`config.mk`:
```
export PLATFORM = sky130hd
export DESIGN_NAME = clkrst_flag_reg
export DESIGN_NICKNAME = d
export VERILOG_FILES = /design/src/rtl/clkrst_flag_pkg.sv /design/src/rtl/clkrst_w1c_flag.sv /design/src/rtl/clkrst_edge_track.sv /design/src/rtl/clkrst_flag_reg.sv
export SDC_FILE = /design/constraint.sdc
export NUM_CORES = 1
export LEC_CHECK = 0
export CAP_MARGIN = 20
export CORE_AREA = 2 2 39 41
export DETAILED_ROUTE_END_ITERATION = 8
export DIE_AREA = 0 0 41 43
export PLACE_DENSITY_LB_ADDON = 0.15
export SLEW_MARGIN = 20
export SYNTH_ARGS = -nofsm -noshare
export SYNTH_HDL_FRONTEND = slang
export SYNTH_SLANG_ARGS = --single-unit
```
`constraint.sdc`:
```
create_clock -name clk -period 0.9 [get_ports clk]
set_input_delay 0.135 -clock clk [delete_from_list [all_inputs] [get_ports clk]]
set_output_delay 0.135 -clock clk [all_outputs]
set_load 0.02 [all_outputs]
```
`src/rtl/clkrst_flag_pkg.sv`:
```
package clkrst_flag_pkg;
  localparam int REG_W     = 8;
  localparam int BIT_TMO   = 7;
  localparam int BIT_POR   = 6;
  localparam int BIT_LOWV  = 5;
  localparam int BIT_LKCHG = 4;
  localparam int BIT_LOCK  = 3;
  localparam int BIT_TRACK = 2;
  localparam int BIT_SCCHG = 1;
  localparam int BIT_SCM   = 0;
  localparam int MON_W     = 2;
  localparam int MON_LOCK  = 1;
  localparam int MON_SCM   = 0;
endpackage

```
`src/rtl/clkrst_w1c_flag.sv`:
```
module clkrst_w1c_flag (
  input  logic clk,
  input  logic rst,
  input  logic set,
  input  logic clr,
  output logic q
);
  // set has priority over a same-cycle clear so no event is dropped
  always_ff @(posedge clk) begin
    if (rst) q <= 1'b0;
    else     q <= set | (q & ~clr);
  end
endmodule

```
`src/rtl/clkrst_edge_track.sv`:
```
module clkrst_edge_track #(
  parameter int W = 2
) (
  input  logic         clk,
  input  logic         rst,
  input  logic [W-1:0] din,
  output logic [W-1:0] cur,
  output logic [W-1:0] chg
);
  logic [W-1:0] prev;

  always_ff @(posedge clk) begin
    if (rst) begin
      cur  <= '0;
      prev <= '0;
    end else begin
      cur  <= din;
      prev <= cur;
    end
  end

  assign chg = cur ^ prev;
endmodule

```
`src/rtl/clkrst_flag_reg.sv`:
```
module clkrst_flag_reg
  import clkrst_flag_pkg::*;
#(
  parameter bit HAS_LOWV = 1'b1
) (
  input  logic             clk,
  input  logic             sys_rst,
  input  logic             pwr_on_rst,
  input  logic             lowv_rst_evt,
  input  logic             tmo_pulse,
  input  logic             pll_lock,
  input  logic             pll_track,
  input  logic             self_clk,
  input  logic             wr_en,
  input  logic [REG_W-1:0] wr_data,
  input  logic             tmo_irq_en,
  input  logic             lock_irq_en,
  input  logic             scm_irq_en,
  output logic [REG_W-1:0] rd_data,
  output logic             tmo_irq,
  output logic             lock_irq,
  output logic             scm_irq
);
  logic             dom_rst;
  logic [REG_W-1:0] clr_vec;
  logic [MON_W-1:0] mon_in, mon_cur, mon_chg;
  logic             track_q;
  logic             tmo_f, por_f, lowv_f, lkchg_f, scchg_f;

  assign dom_rst = sys_rst | pwr_on_rst;
  assign clr_vec = wr_en ? wr_data : '0;

  // status gated before registering, so that entering self-clock mode registers as a lock change
  assign mon_in[MON_LOCK] = pll_lock & ~self_clk;
  assign mon_in[MON_SCM]  = self_clk;

  clkrst_edge_track #(.W(MON_W)) mon_i (
    .clk(clk), .rst(dom_rst), .din(mon_in), .cur(mon_cur), .chg(mon_chg)
  );

  always_ff @(posedge clk) begin
    if (dom_rst) track_q <= 1'b0;
    else         track_q <= pll_track & ~self_clk;
  end

  clkrst_w1c_flag tmo_i (
    .clk(clk), .rst(dom_rst), .set(tmo_pulse), .clr(clr_vec[BIT_TMO]), .q(tmo_f)
  );
  clkrst_w1c_flag lkchg_i (
    .clk(clk), .rst(dom_rst), .set(mon_chg[MON_LOCK]), .clr(clr_vec[BIT_LKCHG]), .q(lkchg_f)
  );
  clkrst_w1c_flag scchg_i (
    .clk(clk), .rst(dom_rst), .set(mon_chg[MON_SCM]), .clr(clr_vec[BIT_SCCHG]), .q(scchg_f)
  );
  // power-on flag: no reset, its own event sets it
  clkrst_w1c_flag por_i (
    .clk(clk), .rst(1'b0), .set(pwr_on_rst), .clr(clr_vec[BIT_POR]), .q(por_f)
  );

  generate
    if (HAS_LOWV) begin : g_lowv
      clkrst_w1c_flag lowv_i (
        .clk(clk), .rst(pwr_on_rst), .set(lowv_rst_evt), .clr(clr_vec[BIT_LOWV]), .q(lowv_f)
      );
    end else begin : g_no_lowv
      logic unused_lowv;
      assign unused_lowv = lowv_rst_evt;
      assign lowv_f = 1'b0;
    end
  endgenerate

  always_comb begin
    rd_data            = '0;
    rd_data[BIT_TMO]   = tmo_f;
    rd_data[BIT_POR]   = por_f;
    rd_data[BIT_LOWV]  = lowv_f;
    rd_data[BIT_LKCHG] = lkchg_f;
    rd_data[BIT_LOCK]  = mon_cur[MON_LOCK];
    rd_data[BIT_TRACK] = track_q;
    rd_data[BIT_SCCHG] = scchg_f;
    rd_data[BIT_SCM]   = mon_cur[MON_SCM];
  end

  assign tmo_irq  = tmo_f   & tmo_irq_en;
  assign lock_irq = lkchg_f & lock_irq_en;
  assign scm_irq  = scchg_f & scm_irq_en;

  // an uncontested write-1 clears the timeout flag
  a_r2_clear: assert property (@(posedge clk) disable iff (dom_rst)
    (wr_en && wr_data[BIT_TMO] && !tmo_pulse) |=> !rd_data[BIT_TMO]);
  // a set event wins even with a clear present
  a_r3_set_wins: assert property (@(posedge clk) disable iff (dom_rst)
    tmo_pulse |=> rd_data[BIT_TMO]);
  // any change in the lock bit raises the change flag next cycle
  a_r7_lock_edge: assert property (@(posedge clk) disable iff (dom_rst)
    (rd_data[BIT_LOCK] != $past(rd_data[BIT_LOCK])) |=> rd_data[BIT_LKCHG]);
  // lock and track are gated off in self-clock mode
  a_r9_scm_gate: assert property (@(posedge clk) disable iff (dom_rst)
    rd_data[BIT_SCM] |-> (!rd_data[BIT_LOCK] && !rd_data[BIT_TRACK]));
  // power-on flag holds unless cleared by software
  a_r5_por_hold: assert property (@(posedge clk) disable iff (pwr_on_rst)
    (rd_data[BIT_POR] && !(wr_en && wr_data[BIT_POR])) |=> rd_data[BIT_POR]);
endmodule

```
After elaboration in Yosys (flattened, before gate mapping)
Cells that the tools add are included.

Mux-type cells: 1. Bitwise operators: 23.

Operators with widths (number): $and 1x1->1 (10); $mux 8 (1); $not 1->1 (6); $or 1x1->1 (6); $xor 2x2->2 (1).

Bits in registers: 10. Input port bits: 20.

Longest topological paths before layout
Word-level depth: 4. Mapped depth: 2.

Hierarchy
Synthesis repeated with hierarchy kept, for this count alone.

Cell total of the unflattened synthesis: 49. Area, all modules: 462.9 µm².

By module, submodules not included: clkrst_w1c_flag (times used 5, cells each 4, area each 38.8 µm²); clkrst_flag_reg (times used 1, cells each 19, area each 146.4 µm²); clkrst_edge_track (times used 1, cells each 10, area each 122.6 µm²).

Worst setup path before layout
OpenSTA, ideal clock, no wires.

Kind: register -> register. Start: register mon_i.cur[1]. End: register lkchg_i.q. Arrival: 696 ps. Setup slack: 90 ps. Cell stages (with the launch flop): 3. Buffers on the path: 0. Cells stage by stage: dfxtp_1 -> xor2_1 -> o21a_1.

Longest elaborated chain between the ends: 2.

Ends and longest elaborated chain: from (decl) (line clkrst_edge_track.sv:7) `output logic [W-1:0] cur,`; from (signal assigned) (line clkrst_edge_track.sv:17) `cur <= din;`; $xor 2x2->2 (line clkrst_edge_track.sv:22) `assign chg = cur ^ prev;`; $or 1x1->1 (line clkrst_w1c_flag.sv:11) `else q <= set | (q & ~clr);`; to (signal assigned) (line clkrst_w1c_flag.sv:11); to (decl) (line clkrst_w1c_flag.sv:6) `output logic q`.

No other way between the ends. A chain may end at the register's enable or synchronous reset.

Worst setup path in the final report
Start: input port tmo_irq_en. End: output port tmo_irq.

Longest elaborated chain between the ends: 1.

Ends and longest elaborated chain: from (decl) (line clkrst_flag_reg.sv:16) `input logic tmo_irq_en,`; $and 1x1->1 (line clkrst_flag_reg.sv:84) `assign tmo_irq = tmo_f & tmo_irq_en;`; to (decl) (line clkrst_flag_reg.sv:20) `output logic tmo_irq,`.

No other way between the ends.

==> summary.md <==
| Metric | Value |
|---|---|
| M1 WL | 298 µm |
| Postcts setup bufs | 0 |
| CTS H-tree depth | 1 |
| CP Cell Sequence | clkdlybuf4s50_1, and2_4, buf_6 |
| Drt drc | 0 |
| PwrDens | 1356 mW/mm² |
| Final instance area | 678.2 µm² |
| Crit end category | output pin |
| Synth cell types | 11 |
| Syn. warnings | 0 |
| GPL Wtd Cong | 0.6275 |
| Hold path start | pll_track |
| Via count | 342 |
| Final Hold Viols | 0 |
| Initial antenna violation count | 0 |
| Met3 Wirelength | 124 µm |
| R2R setup slack | 0.07 ns |
| Drt initial violations | 0 |
| Routed WL | 738 µm |
| Clock Pin Slew Worst Setup and Hold Paths | 0.06 ns |
| Wirelength per Cell | 9.342 µm |
| Detail Route Antenna Nets | 0 |
| Die Y | 43 µm |
| Largest net degree at the start of global routing | 7 |
| Fillers | 151 |
| Overall routing resource usage | 0.09466 |
| Die W | 41 µm |
| Vias per cell | 4.329 |
| Failing checks | negative setup slack |
| Global route overflow | 0 |
| Slowest CP cell | clkdlybuf4s50_1 |
| Clock skew | 0.002923 ns |
| Share of cells above drive strength 1 | 0.4127 |
| Post-DP HPWL | 569.7 µm |
| Slew Limit Headroom | 0.8438 |
| Worst Hold Depth | 2 |
| Final Power | 919.3 µW |
| IO Count | 31 |
| Most frequent cells in the layout | 16 x clkdlybuf4s50_1, 7 x dfxtp_1, 6 x buf_4 |
| CORE AREA | 0.001384 mm² |
| Diodes inserted | 0 |
| Gate count after technology mapping | 37 |
| TritonCTS clock tree | built |
| Drt first pass iters | 1 |
| Worst r2r src | mon_i.cur[0]$_SDFF_PP0_ |
| Worst Tran Pin Value | 0.2310 ns |
| Hold Crit Endpoint | track_q$_SDFF_PP0_ |
| RSZ-0062 raised after global routing | true |
| Register area share after synthesis | 0.5016 |
| Top post-synthesis cells by area | dfxtp_1 50%, buf_4 11%, and2_1 9.4% |
| F_max | 1033 MHz |
| R2r worst-path depth | 3 |
| Vias in the first global route | 294 |
| Clock Latency Late Sink | 0.26 ns |
| Initial Util | 0.2884 |
| CP Launch Type | input port |
| WP data required | 0.76 ns |
| Crit-path max FO | 1 |
| Clock Root Buffer | clkbuf_4 |
| DP Cell Count | 76 |
| CP Data Arrival Time | 0.83 ns |
| Mapped cell area | 399.1 µm² |
| # clock sinks | 10 |
| Post-Layout Cell Count | 79 |
| Top-area cell type share of the netlist area | 0.5016 |
| PortBufs | 27 |
| MaxCap Viol Count | 0 |
| #FFs+latches synth | 10 |
| DP Area | 659.4 µm² |
| Critical Path Max Stage Delay | 0.46 ns |
| CTS Buf Count | 3 |
| Hold WC Path Type | in2reg |
| Minimum clock period | 0.9678 ns |
| Site Rows | 14 |
| Status | finished, violations left |
| Area growth syn-to-layout | 69.91% |
| First-pass GRT wire length | 1104 µm |
| Synthesized Nets | 57 |
| Longest Clk Path Bufs | 2 |
| Nets | 85 |
| Type of the worst setup path | in2out |
| Worst reg2reg path endpoint | scchg_i.q$_SDFF_PP0_ |
| Die area | 0.001763 mm² |
| Worst vdd ir | 0.6720 mV |
| Period Utilization, post-route | 1.075 |
| Leading cell type in the layout, fill and taps excluded | clkdlybuf4s50_1 |
| Final setup vio count | 3 |
| Final Max Tran Viols | 0 |
| Mean Syn Cell Area | 10.79 µm² |
| DR WL met2 | 311 µm |
| Highest signal layer in the routed design | met4 |
| Worst setup margin | -0.06785 ns |
| Cell taking the most area after synthesis | dfxtp_1 |
| P_leak | 0.3011 nW |
-- sequential cells by signal (all words and copies together), names as in the netlist --
name             cells
mon_i.cur            2
track_q              1
g_lowv.lowv_i.q      1
tmo_i.q              1
por_i.q              1
lkchg_i.q            1
mon_i.prev           2
scchg_i.q            1
-- where the power goes --
part | total, mW | internal, mW | switching [mW]
registers | 0.466 | 0.459 | 0.00702
clock network | 0.290 | 0.154 | 0.136
logic | 0.163 | 0.105 | 0.0582
-- worst max-delay path, delay by kind of cell --
family | cells | cell delay (ns)
buffers and inverters | 2 | 0.56
AND/OR/NAND/NOR | 1 | 0.13
-- repair_timing --
item / in CTS / in global routing
gates resized for setup: 56 / 6
hold buffers: 0 / 0
endpoints found under the setup margin: 11 / 9
-- cells in the mapped netlist, drive strengths merged --
| cell type | count |
|---|---|
| a21boi | 4 |
| buf | 6 |
| and2 | 6 |
| o21a | 3 |
| a21o | 1 |
| dfxtp | 10 |
| nor2 | 1 |
| nor4b | 2 |
| xor2 | 2 |
| nand2 | 1 |
| o21ba | 1 |
-- per-stage QoR --
step	util	setup slack [ns]	setup TNS, ns	hold WS (ns)
final	0.4901	-0.06785	-0.2002	0.4474
after detailed placement	0.4765	-0.5301	-4.708	0.4505
after global placement	0.4765	-0.5211	-4.624	0.4458
after floorplan	-	0.08991	0	0.2106
after global routing	0.4901	-0.09769	-0.2955	0.4615
after CTS	0.4747	-0.07023	-0.2067	0.4419
-- per-layer routing --
metal	up-vias	global-route usage
li1	170	-
met1	149	0.1169
met2	21	0.1188
met3	2	0.04188
met4	0	0.08000
met5	-	0
-- cells by family (layout without fill, tap and decap cells) --
kind of cell | Yosys count | after routing | share of synthesized area
DFF | 10 | 10 | 0.5016
xor gates and xnor gates | 2 | 2 | 0.04390
buffers and inverters | 6 | 32 | 0.1128
and+or+nand+nor | 10 | 10 | 0.1630
AOI/OAI and AO/OA | 9 | 9 | 0.1787
-- worst max-delay path by stage --
| stage | startpoint | end | slack [ns] | depth (start not counted) |
|---|---|---|---|---|
| global route | lkchg_i.q$_SDFF_PP0_ | lock_irq | -0.1 | 2 |
| floorplan | mon_i.cur[1]$_SDFF_PP0_ | lkchg_i.q$_SDFF_PP0_ | 0.09 | 2 |
| global placement | tmo_irq_en | tmo_irq | -0.52 | 3 |
| CTS | tmo_i.q$_SDFF_PP0_ | tmo_irq | -0.07 | 2 |
| detailed placement | scm_irq_en | scm_irq | -0.53 | 3 |
| finish | tmo_irq_en | tmo_irq | -0.07 | 3 |
-- layout make-up --
cell class	instances	area, µm²	share of cell area
clock buffers	3	22.52	0.03321
multi-input cells	21	172.7	0.2546
flip-flops and latches	10	203.9	0.3007
well taps	16	20.02	0.02952
repair buffers	29	259.0	0.3819
(Power assumes the default switching activity.)
